File: src/rtl/boot_copy_pkg.sv
package boot_copy_pkg;

  typedef enum logic [2:0] {
    ST_BOOT, ST_CMD, ST_DATA, ST_WR, ST_GAP, ST_END, ST_FAIL
  } ld_state_t;

  // append one flash byte at the low end of a big-endian accumulator
  function automatic logic [31:0] be_shift_in(input logic [31:0] w, input logic [7:0] b);
    return {w[23:0], b};
  endfunction

  // select lanes for a word carrying nbytes valid bytes, upper lanes first
  function automatic logic [3:0] lane_mask(input logic [2:0] nbytes);
    case (nbytes)
      3'd1:    return 4'b1000;
      3'd2:    return 4'b1100;
      3'd3:    return 4'b1110;
      default: return 4'b1111;
    endcase
  endfunction

  // move the valid bytes of a short word up to the top lanes
  function automatic logic [31:0] left_align(input logic [31:0] w, input logic [2:0] nbytes);
    case (nbytes)
      3'd1:    return {w[7:0], 24'h0};
      3'd2:    return {w[15:0], 16'h0};
      3'd3:    return {w[23:0], 8'h0};
      default: return w;
    endcase
  endfunction

  // command phase byte stream: read opcode, then the address MSB first
  function automatic logic [7:0] read_cmd_byte(input logic [1:0] idx, input logic [23:0] addr);
    case (idx)
      2'd0:    return 8'h03;
      2'd1:    return addr[23:16];
      2'd2:    return addr[15:8];
      default: return addr[7:0];
    endcase
  endfunction

endpackage

File: src/rtl/boot_spi_byte.sv
module boot_spi_byte #(
  parameter int HALF_DIV = 2
) (
  input  logic       clk,
  input  logic       rst_n,
  input  logic       start,
  input  logic [7:0] tx_byte,
  input  logic       miso,
  output logic       sclk,
  output logic       mosi,
  output logic       busy,
  output logic       done,
  output logic [7:0] rx_byte
);
  localparam int CW = (HALF_DIV > 1) ? $clog2(HALF_DIV) : 1;

  logic [CW-1:0] cnt;
  logic [2:0]    bitn;
  logic [7:0]    sh_tx;
  logic [7:0]    sh_rx;
  wire           tick = (cnt == CW'(HALF_DIV - 1));

  always_ff @(posedge clk or negedge rst_n) begin
    if (!rst_n) begin
      cnt   <= '0;
      bitn  <= '0;
      sh_tx <= '0;
      sh_rx <= '0;
      sclk  <= 1'b0;
      busy  <= 1'b0;
      done  <= 1'b0;
    end else begin
      done <= 1'b0;
      if (!busy) begin
        if (start) begin
          busy  <= 1'b1;
          sh_tx <= tx_byte;
          bitn  <= '0;
          cnt   <= '0;
          sclk  <= 1'b0;
        end
      end else if (tick) begin
        cnt <= '0;
        if (!sclk) begin
          sclk  <= 1'b1;
          sh_rx <= {sh_rx[6:0], miso};
        end else begin
          sclk <= 1'b0;
          if (bitn == 3'd7) begin
            busy <= 1'b0;
            done <= 1'b1;
          end else begin
            bitn  <= bitn + 3'd1;
            sh_tx <= {sh_tx[6:0], 1'b0};
          end
        end
      end else begin
        cnt <= cnt + CW'(1);
      end
    end
  end

  assign mosi    = sh_tx[7];
  assign rx_byte = sh_rx;

  // a new byte is only launched when the shifter is free
  p_start_idle_r2: assert property (@(posedge clk) disable iff (!rst_n)
    start |-> !busy);

endmodule

File: src/rtl/boot_hdr_capture.sv
module boot_hdr_capture #(
  parameter int HDR_BYTES = 64
) (
  input  logic                         clk,
  input  logic                         rst_n,
  input  logic                         vld,
  input  logic [$clog2(HDR_BYTES)-1:0] idx,
  input  logic [7:0]                   rx,
  output logic [31:0]                  magic,
  output logic [31:0]                  pay_len,
  output logic [31:0]                  load_adr,
  output logic [31:0]                  entry_adr
);
  localparam int IW = $clog2(HDR_BYTES);

  // field f lives in header word 0 (f=0) or word f+2 (f=1..3)
  for (genvar f = 0; f < 4; f++) begin : g_fld
    localparam int WIDX = (f == 0) ? 0 : f + 2;
    logic [31:0] acc;
    always_ff @(posedge clk or negedge rst_n) begin
      if (!rst_n)
        acc <= '0;
      else if (vld && idx[IW-1:2] == (IW-2)'(WIDX))
        acc <= {acc[23:0], rx};
    end
  end

  assign magic     = g_fld[0].acc;
  assign pay_len   = g_fld[1].acc;
  assign load_adr  = g_fld[2].acc;
  assign entry_adr = g_fld[3].acc;

endmodule

File: src/rtl/boot_wb_port.sv
module boot_wb_port (
  input  logic        clk,
  input  logic        rst_n,
  input  logic        req,
  input  logic [31:0] adr,
  input  logic [31:0] dat,
  input  logic [3:0]  sel,
  output logic [31:0] wb_adr_o,
  output logic [31:0] wb_dat_o,
  output logic [3:0]  wb_sel_o,
  output logic        wb_we_o,
  output logic        wb_cyc_o,
  output logic        wb_stb_o,
  input  logic        wb_ack_i,
  output logic        wr_done
);
  logic active;

  always_ff @(posedge clk or negedge rst_n) begin
    if (!rst_n) begin
      active   <= 1'b0;
      wr_done  <= 1'b0;
      wb_adr_o <= '0;
      wb_dat_o <= '0;
      wb_sel_o <= '0;
    end else begin
      wr_done <= 1'b0;
      if (!active) begin
        if (req) begin
          active   <= 1'b1;
          wb_adr_o <= adr;
          wb_dat_o <= dat;
          wb_sel_o <= sel;
        end
      end else if (wb_ack_i) begin
        active  <= 1'b0;
        wr_done <= 1'b1;
      end
    end
  end

  assign wb_cyc_o = active;
  assign wb_stb_o = active;
  assign wb_we_o  = active;

  // a stalled write keeps its address, data and lanes
  p_stall_hold_r9: assert property (@(posedge clk) disable iff (!rst_n)
    (wb_stb_o && !wb_ack_i) |=> (wb_stb_o && $stable(wb_adr_o) && $stable(wb_dat_o) && $stable(wb_sel_o)));

  // only upper-lane-contiguous select patterns are legal
  p_sel_shape_r6: assert property (@(posedge clk) disable iff (!rst_n)
    wb_stb_o |-> (wb_sel_o == 4'b1111 || wb_sel_o == 4'b1110 || wb_sel_o == 4'b1100 || wb_sel_o == 4'b1000));

endmodule

File: src/rtl/spi_boot_copier.sv
module spi_boot_copier
  import boot_copy_pkg::*;
#(
  parameter int          CLK_DIV    = 4,
  parameter logic [23:0] FLASH_BASE = 24'h080000,
  parameter int          HDR_BYTES  = 64,
  parameter logic [31:0] MAGIC      = 32'h27051956,
  parameter int          GAP_CYCLES = 4
) (
  input  logic        clk,
  input  logic        rst_n,
  output logic        spi_sclk,
  output logic        spi_cs_n,
  output logic        spi_mosi,
  input  logic        spi_miso,
  output logic [31:0] wb_adr_o,
  output logic [31:0] wb_dat_o,
  output logic [3:0]  wb_sel_o,
  output logic        wb_we_o,
  output logic        wb_cyc_o,
  output logic        wb_stb_o,
  input  logic        wb_ack_i,
  output logic        cpu_run,
  output logic [31:0] boot_vector,
  output logic        done,
  output logic        error
);
  localparam int          IW       = $clog2(HDR_BYTES);
  localparam int          GW       = $clog2(GAP_CYCLES + 1);
  localparam logic [23:0] PAY_BASE = FLASH_BASE + 24'(HDR_BYTES);

  ld_state_t     state;
  logic          phase_pay;
  logic          launched;
  logic [1:0]    cmd_idx;
  logic [31:0]   bcnt;
  logic [31:0]   word_acc;
  logic [1:0]    lane;
  logic          last_wr;
  logic [31:0]   next_adr;
  logic [GW-1:0] gap_cnt;
  logic          wr_req;
  logic [31:0]   wr_adr, wr_dat;
  logic [3:0]    wr_sel;
  logic          done_r, err_r, run_r;

  logic          eng_start, eng_busy, eng_done;
  logic [7:0]    eng_tx, eng_rx;
  logic          wr_done;
  logic [31:0]   hdr_magic, hdr_len, hdr_load, hdr_entry;

  // named internal events
  wire         xfer_state   = (state == ST_CMD) || (state == ST_DATA);
  wire         hdr_byte_evt = eng_done && (state == ST_DATA) && !phase_pay;
  wire         pay_byte_evt = eng_done && (state == ST_DATA) && phase_pay;
  wire [2:0]   fill         = {1'b0, lane} + 3'd1;
  wire         last_pay     = (bcnt == hdr_len - 32'd1);
  wire         flush_evt    = pay_byte_evt && (fill == 3'd4 || last_pay);
  wire         hdr_last     = (bcnt == 32'(HDR_BYTES - 1));
  wire         gap_end      = (state == ST_GAP) && (gap_cnt == GW'(GAP_CYCLES - 1));
  wire [31:0]  acc_next     = be_shift_in(word_acc, eng_rx);

  assign eng_start = xfer_state && !launched && !eng_busy;
  assign eng_tx    = read_cmd_byte(cmd_idx, phase_pay ? PAY_BASE : FLASH_BASE);

  boot_spi_byte #(.HALF_DIV(CLK_DIV)) u_spi (
    .clk(clk), .rst_n(rst_n), .start(eng_start), .tx_byte(eng_tx), .miso(spi_miso),
    .sclk(spi_sclk), .mosi(spi_mosi), .busy(eng_busy), .done(eng_done), .rx_byte(eng_rx)
  );

  boot_hdr_capture #(.HDR_BYTES(HDR_BYTES)) u_hdr (
    .clk(clk), .rst_n(rst_n), .vld(hdr_byte_evt), .idx(bcnt[IW-1:0]), .rx(eng_rx),
    .magic(hdr_magic), .pay_len(hdr_len), .load_adr(hdr_load), .entry_adr(hdr_entry)
  );

  boot_wb_port u_wb (
    .clk(clk), .rst_n(rst_n), .req(wr_req), .adr(wr_adr), .dat(wr_dat), .sel(wr_sel),
    .wb_adr_o(wb_adr_o), .wb_dat_o(wb_dat_o), .wb_sel_o(wb_sel_o), .wb_we_o(wb_we_o),
    .wb_cyc_o(wb_cyc_o), .wb_stb_o(wb_stb_o), .wb_ack_i(wb_ack_i), .wr_done(wr_done)
  );

  always_ff @(posedge clk or negedge rst_n) begin
    if (!rst_n) begin
      state     <= ST_BOOT;
      phase_pay <= 1'b0;
      launched  <= 1'b0;
      cmd_idx   <= '0;
      bcnt      <= '0;
      word_acc  <= '0;
      lane      <= '0;
      last_wr   <= 1'b0;
      next_adr  <= '0;
      gap_cnt   <= '0;
      wr_req    <= 1'b0;
      wr_adr    <= '0;
      wr_dat    <= '0;
      wr_sel    <= '0;
      done_r    <= 1'b0;
      err_r     <= 1'b0;
      run_r     <= 1'b0;
    end else begin
      wr_req <= 1'b0;
      if (eng_start)     launched <= 1'b1;
      else if (eng_done) launched <= 1'b0;

      case (state)
        ST_BOOT: begin
          state   <= ST_CMD;
          cmd_idx <= '0;
        end
        ST_CMD: if (eng_done) begin
          cmd_idx <= cmd_idx + 2'd1;
          if (cmd_idx == 2'd3) begin
            state <= ST_DATA;
            bcnt  <= '0;
            lane  <= '0;
          end
        end
        ST_DATA: if (eng_done) begin
          bcnt <= bcnt + 32'd1;
          if (!phase_pay) begin
            if (hdr_last) begin
              state   <= ST_GAP;
              gap_cnt <= '0;
            end
          end else begin
            word_acc <= acc_next;
            if (flush_evt) begin
              wr_req  <= 1'b1;
              wr_adr  <= next_adr;
              wr_dat  <= left_align(acc_next, fill);
              wr_sel  <= lane_mask(fill);
              last_wr <= last_pay;
              lane    <= '0;
              state   <= ST_WR;
            end else begin
              lane <= lane + 2'd1;
            end
          end
        end
        ST_WR: if (wr_done) begin
          next_adr <= next_adr + 32'd4;
          state    <= last_wr ? ST_END : ST_DATA;
        end
        ST_GAP: begin
          gap_cnt <= gap_cnt + GW'(1);
          if (gap_end) begin
            if (hdr_magic != MAGIC) begin
              state <= ST_FAIL;
              err_r <= 1'b1;
            end else if (hdr_len == 32'd0) begin
              state <= ST_END;
            end else begin
              phase_pay <= 1'b1;
              cmd_idx   <= '0;
              next_adr  <= hdr_load;
              state     <= ST_CMD;
            end
          end
        end
        ST_END: begin
          done_r <= 1'b1;
          run_r  <= 1'b1;
        end
        default: ;
      endcase
    end
  end

  assign spi_cs_n    = !((state == ST_CMD) || (state == ST_DATA) || (state == ST_WR));
  assign done        = done_r;
  assign error       = err_r;
  assign cpu_run     = run_r;
  assign boot_vector = hdr_entry;

  // the SPI clock rests low whenever the flash is deselected (mode 0)
  p_cs_mode0_r2: assert property (@(posedge clk) disable iff (!rst_n)
    spi_cs_n |-> !spi_sclk);

  // a failed signature never lets the processor or the bus move
  p_fail_quiet_r3: assert property (@(posedge clk) disable iff (!rst_n)
    error |-> (!cpu_run && !done && !wb_cyc_o && spi_cs_n));

  // the SPI clock is frozen low with select held during a write
  p_spi_frozen_r9: assert property (@(posedge clk) disable iff (!rst_n)
    wb_cyc_o |-> (!spi_sclk && !spi_cs_n));

  // completion is sticky
  p_done_sticky_r7: assert property (@(posedge clk) disable iff (!rst_n)
    done |=> (done && cpu_run));

  // bus writes happen only in the payload phase
  p_wr_payload_only_r8: assert property (@(posedge clk) disable iff (!rst_n)
    wb_cyc_o |-> phase_pay);

endmodule

File: config.mk
export PLATFORM = sky130hd
export DESIGN_NAME = spi_boot_copier
export DESIGN_NICKNAME = d
export VERILOG_FILES = /design/src/rtl/boot_copy_pkg.sv /design/src/rtl/boot_spi_byte.sv /design/src/rtl/boot_hdr_capture.sv /design/src/rtl/boot_wb_port.sv /design/src/rtl/spi_boot_copier.sv
export SDC_FILE = /design/constraint.sdc
export NUM_CORES = 1
export LEC_CHECK = 0
export BUFFER_PORTS_ARGS = -buffer_cell sky130_fd_sc_hd__buf_2
export CAP_MARGIN = 10
export CORE_ASPECT_RATIO = 0.6
export CORE_UTILIZATION = 25
export CTS_CLUSTER_SIZE = 25
export DETAILED_ROUTE_END_ITERATION = 6
export GPL_ROUTABILITY_DRIVEN = 0
export SLEW_MARGIN = 5
export SYNTH_ARGS = -nofsm -noshare
export SYNTH_HDL_FRONTEND = slang
export SYNTH_SLANG_ARGS = --single-unit
export TNS_END_PERCENT = 50
File: constraint.sdc
create_clock -name clk -period 3.5 [get_ports clk]
set_clock_uncertainty 0.15 [all_clocks]
set_input_delay 0.525 -clock clk [delete_from_list [all_inputs] [get_ports clk]]
set_output_delay 0.525 -clock clk [all_outputs]
set_load 0.01 [all_outputs]
==> results_dict.tcl, run 1 <==
set metrics [dict create \
    status "finished, final reports clean" \
    cts_tree "done" \
    slew_headroom_pct 52.4 \
    drv_cap 0 \
    initial_core_util_pct 25.5 \
    holdWs_ns 0.0881 \
    grt_max_degree 83 \
    antenna_found_initial 0 \
    fin_tns_setup_ns 0 \
    ir_drop_mv 0.289 \
    wl_per_cell_um 16.6 \
    cts_buffer_depth 3 \
    place_hpwl_um 31300 \
    syn-num-nets 1592 \
    layout_commonest_cell "dfrtp_1" \
    ios 113 \
    setup_viol 0 \
    critical_path.max_fanout 23 \
    core_um2 70600 \
    synthesis.area_um2 18000 \
    cp.arrival_ns 3.66 \
    yosys_register_bits 394 \
    track_usage_pct 12.2 \
    rows 75 \
    cts.sinks 394 \
    overflow 0 \
    critPathKind "reg -> reg" \
    period_share_pct 97.1 \
    postSynthCellCount 1571 \
    timing.fmax_mhz 294 \
    worst_slew_pin_slew_ns 0.713 \
    nets 1722 \
    synth.distinct_cells 66 \
    drt_iter0_markers 1076 \
    yosysSeqAreaShare_pct 54.8 \
    fin_crit_ns 3.40 \
    wirelength_um 44800 \
    final_cell_mix "393 x dfrtp_1, 248 x mux2_2, 175 x nand2_1" \
    required_ns 3.77 \
    area_growth_pct 19.0 \
    drive_gt1_share_pct 29.9 \
    p_per_area_nw_per_um2 412 \
    finalHoldViolations 0 \
    first_pass_iters 5 \
    grt_pass1_wl_um 72300 \
    fp.dieW_um 348 \
    cts_root_buf "clkbuf_16" \
    yosysWarnings 0 \
    synth.avg_cell_area_um2 11.5 \
    slew_violations 0 \
    grt_pass1_vias 12600 \
    postRouteAntennaNets 0 \
    route.detailed.drc 0 \
    cts_made_buffers 40 \
    fp.dieH_um 210 \
    portBuffers 112 \
    worst_setup_path_end_kind "flip-flop" \
    vias 12800 \
    synthArstFlopShare_pct 100 \
    synth_edf_count 0 \
    critPathLaunchType "flip-flop" \
    h-tree-depth 2 \
    clk_pin_slew_ns 0.06 \
    synth_ff_type "dfrtp_1" \
    clk_latency_ns 0.54 \
    worstHoldPathType "in -> reg" \
    power_leakage_nw 10.3 \
    antenna_cells 0 \
    design.die.area_um2 73100 \
    vias_per_cell 4.73 \
]
sequential cells by signal (all words and copies together), names as in the netlist, 4 cells and up:
register,cells
bcnt,32
next_adr,32
u_hdr.entry_adr,32
u_hdr.load_adr,32
u_hdr.magic,32
u_hdr.pay_len,32
u_wb.wb_adr_o,32
u_wb.wb_dat_o,32
wr_adr,32
wr_dat,32
word_acc,24
u_spi.rx_byte,8
u_spi.sh_tx,8
u_wb.wb_sel_o,4
wr_sel,4
worst max-delay path, cell delays in order, from the launching register on:
cell and delay [ns]:
dfrtp_2 0.44, or4_4 0.54, or3_1 0.38, nor3_2 0.20, xnor2_1 0.10, nor4_1 0.24, nand4_1 0.25, o21ai_4 0.28
buf_12 0.17, buf_16 0.17, mux2_1 0.35
timing repair:
item,in CTS,in global routing
endpoints found under the setup margin,57,69
cloned,1,0
hold buffers,1,0
pin swaps,2,7
gates resized for setup,4,17
endpoints found under the hold margin,74,0
setup buffers,7,2
where the power goes:
group	switching (mW)	internal, mW
Clock	1.80	2.32
Combinational	0.100	0.0245
Sequential	0.0253	4.56
synth_stat cells, types with 12 or more instances:
cell,n,area [µm²]
ha_1,17,213
dfrtp_1,394,9860
clkbuf_1,73,274
nand4_1,24,150
mux2_1,14,158
inv_1,40,150
nor4_1,31,194
xor2_1,32,280
mux2i_1,21,210
a21oi_1,62,310
o21ai_0,79,395
nand2_1,175,657
a22oi_1,14,105
nand3_1,38,190
or3_1,14,87.6
o22ai_1,14,87.6
xnor2_1,29,254
nor2b_1,12,75.1
mux2_2,248,2790
nor2_1,79,297
and3_1,15,93.8
nor3_1,19,95.1
logic make-up (layout without fill, tap and decap cells):
logic type	Yosys count	after routing	synth area share, %
buffers and inverters	133	293	3.11
flip-flops	394	394	54.8
AO/OA/AOI/OAI	231	231	8.03
AND/OR/NAND/NOR	451	451	12.2
adder cells (fa/ha/maj)	17	17	1.18
XOR/XNOR	62	62	3.10
multiplexers	283	283	17.6
final timing paths:
check	start	endpoint	slack, ns	depth (start not counted)
min	spi_miso	u_spi.rx_byte[0]$_DFFE_PN0P_	0.09	2
max reg2reg	u_hdr.pay_len[13]$_DFFE_PN0P_	wr_dat[13]$_DFFE_PN0P_	0.10	10
min in group asynchronous	rst_n	u_wb.wb_adr_o[15]$_DFFE_PN0P_	0.41	2
max in group asynchronous	rst_n	u_wb.wb_dat_o[14]$_DFFE_PN0P_	1.88	3
min reg2reg	wr_sel[3]$_DFFE_PN0P_	wr_sel[3]$_DFFE_PN0P_	0.31	1
max	u_hdr.pay_len[13]$_DFFE_PN0P_	wr_dat[13]$_DFFE_PN0P_	0.10	10
metrics by stage:
| step | area, µm² | worst slack [ns] | utilization (%) | power, mW | cells |
|---|---|---|---|---|---|
| after CTS | 21300 | 0.0232 | 30.2 | 8.99 | 2691 |
| after global routing | 21400 | -0.00748 | 30.3 | 9.20 | 2693 |
| after detailed placement | 19900 | -0.107 | 28.2 | 4.80 | 2610 |
| after global placement | 19900 | -0.00665 | 28.2 | 4.80 | 2610 |
| final | 21400 | 0.101 | 30.3 | 8.82 | 2693 |
| after floorplan | 18000 | 0.235 | - | 4.67 | 1571 |
metal layers:
layer	GRT usage (%)	vias to the layer above	part of all wire, %
met4	2.17	0	1.3
li1	-	5849	-
met5	0	-	0
met1	18.7	6476	50
met3	3.00	53	7.3
met2	17.3	373	42
final cells by class:
type | count | area, µm²
flip-flops and latches | 394 | 9860
clock inverters | 11 | 76.3
clock buffers | 61 | 1170
well taps | 962 | 1200
inverters | 41 | 154
multi-input cells | 1044 | 7710
repair buffers | 180 | 1240
fillers | 7188 | 49200
(Power assumes the default switching activity.)
==> inputs of run 2 (changes only) <==
--- a/config.mk
+++ b/config.mk
@@ -12,6 +12,7 @@
 export CTS_CLUSTER_SIZE = 25
 export DETAILED_ROUTE_END_ITERATION = 6
 export GPL_ROUTABILITY_DRIVEN = 0
+export SETUP_SLACK_MARGIN = 0.3
 export SLEW_MARGIN = 5
 export SYNTH_ARGS = -nofsm -noshare
 export SYNTH_HDL_FRONTEND = slang
==> constraint.sdc (replaced) <==
create_clock -name clk -period 3.5 [get_ports clk]
set_clock_uncertainty 0.15 [all_clocks]
set_input_delay 0.175 -clock clk [delete_from_list [all_inputs] [get_ports clk]]
set_output_delay 0.175 -clock clk [all_outputs]
set_load 0.01 [all_outputs]
==> run 2 against run 1 <==
  * The flow now finishes with violations (DRC)
  * Via count up 0.44%
  * Fmax up 1.1%
  * Non-clock buffer count up 23
  * Wire length up 4.5%
  * Clock-buffer cell count down 5
  * Sequential share of layout area down 0.94 points
  * Critical path type unchanged
  * Largest cell class unchanged
  * Highest routed layer unchanged
==> results_dict.tcl, run 2 (synthesized netlist as in run 1, its figures left out) <==
set metrics [dict create \
    cts_buffer_depth 3 \
    vias 12800 \
    drv_cap 0 \
    critPathKind "reg -> reg" \
    status "finished with violations" \
    slew_violations 0 \
    max_stage_delay_ns 0.45 \
    worst_slew_pin_slew_ns 1.01 \
    fp.dieW_um 348 \
    power_leakage_nw 10.5 \
    critical_path.max_fanout 7 \
    postRouteAntennaNets 0 \
    slowest_stage "dfrtp_2" \
    h-tree-depth 2 \
    fin_crit_ns 3.36 \
    design.die.area_um2 73100 \
    grt_max_degree 87 \
    rows 75 \
    first_pass_iters 7 \
    slew_headroom_pct 32.3 \
    pre_cts_ws_ns -0.00468 \
    track_usage_pct 12.5 \
    nets 1745 \
    worstHoldPathType "in -> async" \
    antenna_found_initial 0 \
    cts.sinks 394 \
    worst_setup_path_end_kind "flip-flop" \
    fp.dieH_um 210 \
    failed_checks "DRC" \
    wirelength_um 46800 \
    critPathLaunchType "flip-flop" \
    portBuffers 112 \
    place_hpwl_um 31900 \
    wl_per_cell_um 17.3 \
    timing.final.ws_setup_ns 0.137 \
    vias_per_cell 4.72 \
    fill_cells 7175 \
    overflow 0 \
    antenna_cells 0 \
    grt_pass1_vias 12600 \
    period_share_pct 96.1 \
    finalHoldViolations 0 \
    initial_core_util_pct 25.5 \
    area_growth_pct 21.6 \
    setup_viol 0 \
    cts_made_buffers 40 \
    path_cells "inv_2 > ha_4 > or3b_4 > nor4_4 > xnor2_1 > nor4_1 > o2111a_1 > nand4_1 > o21ai_4 > buf_12 > buf_16 > mux2_2" \
    cp.arrival_ns 3.64 \
    core_um2 70600 \
    grt_pass1_wl_um 73400 \
    final_util_pct 31.0 \
    cts_root_buf "clkbuf_16" \
    drt_iter0_markers 1232 \
    required_ns 3.78 \
    route.detailed.drc 19 \
    layout_commonest_cell "dfrtp_1" \
    rsz0062_at_grt "yes" \
    ir_drop_mv 0.257 \
    ios 113 \
    clk_latency_ns 0.56 \
    clk_pin_slew_ns 0.06 \
    final_cell_mix "390 x dfrtp_1, 226 x mux2_2, 175 x nand2_1" \
    cts_tree "done" \
    drive_gt1_share_pct 31.3 \
    p_per_area_nw_per_um2 415 \
    timing.fmax_mhz 297 \
]
[run 2: timing repair]
item	in CTS	in global routing
hold buffers	3	0
setup buffers	10	8
endpoints found under the hold margin	82	0
pin swaps	6	2
setup endpoints to repair	69	78
resized for setup	24	26
gates cloned	3	3
[run 2: cell type report]
type	instances	area (µm²)	area share [%]
Sequential cell	394	9860	45.1
Multi-Input combinational cell	1044	7790	35.6
Timing Repair Buffer	203	1540	7.02
Tap cell	962	1200	5.50
Clock buffer	56	1160	5.31
Clock inverter	14	158	0.721
Inverter	41	154	0.704
[run 2: metal layers]
metal	GRT usage [%]	share of wire, %
met1	19.9	51
met2	17.1	41
met3	2.64	7.3
met4	2.28	1.3
met5	0	0
[run 2: final timing paths]
check                                             start                              to  slack [ns]  cells after the start
max in group asynchronous                         rst_n       u_spi.bitn[1]$_DFFE_PN0P_        2.12                      3
setup reg to reg           u_hdr.pay_len[0]$_DFFE_PN0P_           wr_dat[8]$_DFFE_PN0P_        0.14                     12
setup / recovery           u_hdr.pay_len[0]$_DFFE_PN0P_           wr_dat[8]$_DFFE_PN0P_        0.14                     12
hold reg to reg              u_spi.sh_tx[1]$_DFFE_PN0P_      u_spi.sh_tx[1]$_DFFE_PN0P_        0.32                      2
hold / removal                                    rst_n  u_hdr.load_adr[31]$_DFFE_PN0P_        0.07                      2
min in group clk                               spi_miso    u_spi.rx_byte[0]$_DFFE_PN0P_        0.28                      3
[run 2: critical path: cells and delay by family, from the launching register on]
| kind | cells | cell delay (ns) |
|---|---|---|
| adders and majority gates | 1 | 0.14 |
| buffers and inverters | 3 | 0.44 |
| AOI/OAI and AO/OA | 2 | 0.51 |
| xor gates and xnor gates | 1 | 0.09 |
| and+or+nand+nor | 4 | 1.13 |
| DFF | 1 | 0.45 |
| muxes | 1 | 0.33 |
[run 2: power by group]
group	internal, mW	leakage (nW)	switching [mW]
registers	4.56	5.44	0.0249
clock network	2.48	0.658	1.87
logic	0.0254	4.41	0.0995
[run 2: through the flow]
| step | hold slack (ns) | power (mW) | area (µm²) | setup TNS (ns) | std cells |
|---|---|---|---|---|---|
| 6_report | 0.0708 | 9.07 | 21900 | 0 | 2714 |
| 5_1_grt | 0.129 | 9.42 | 21900 | 0 | 2714 |
| 4_1_cts | 0.0990 | 9.22 | 21600 | 0 | 2703 |
| 3_5_place_dp | 0.0923 | 4.80 | 20000 | -0.00816 | 2617 |
| 3_3_place_gp | 0.0845 | 4.79 | 20000 | 0 | 2617 |
| 2_1_floorplan | -0.271 | 4.67 | 18000 | 0 | 1571 |
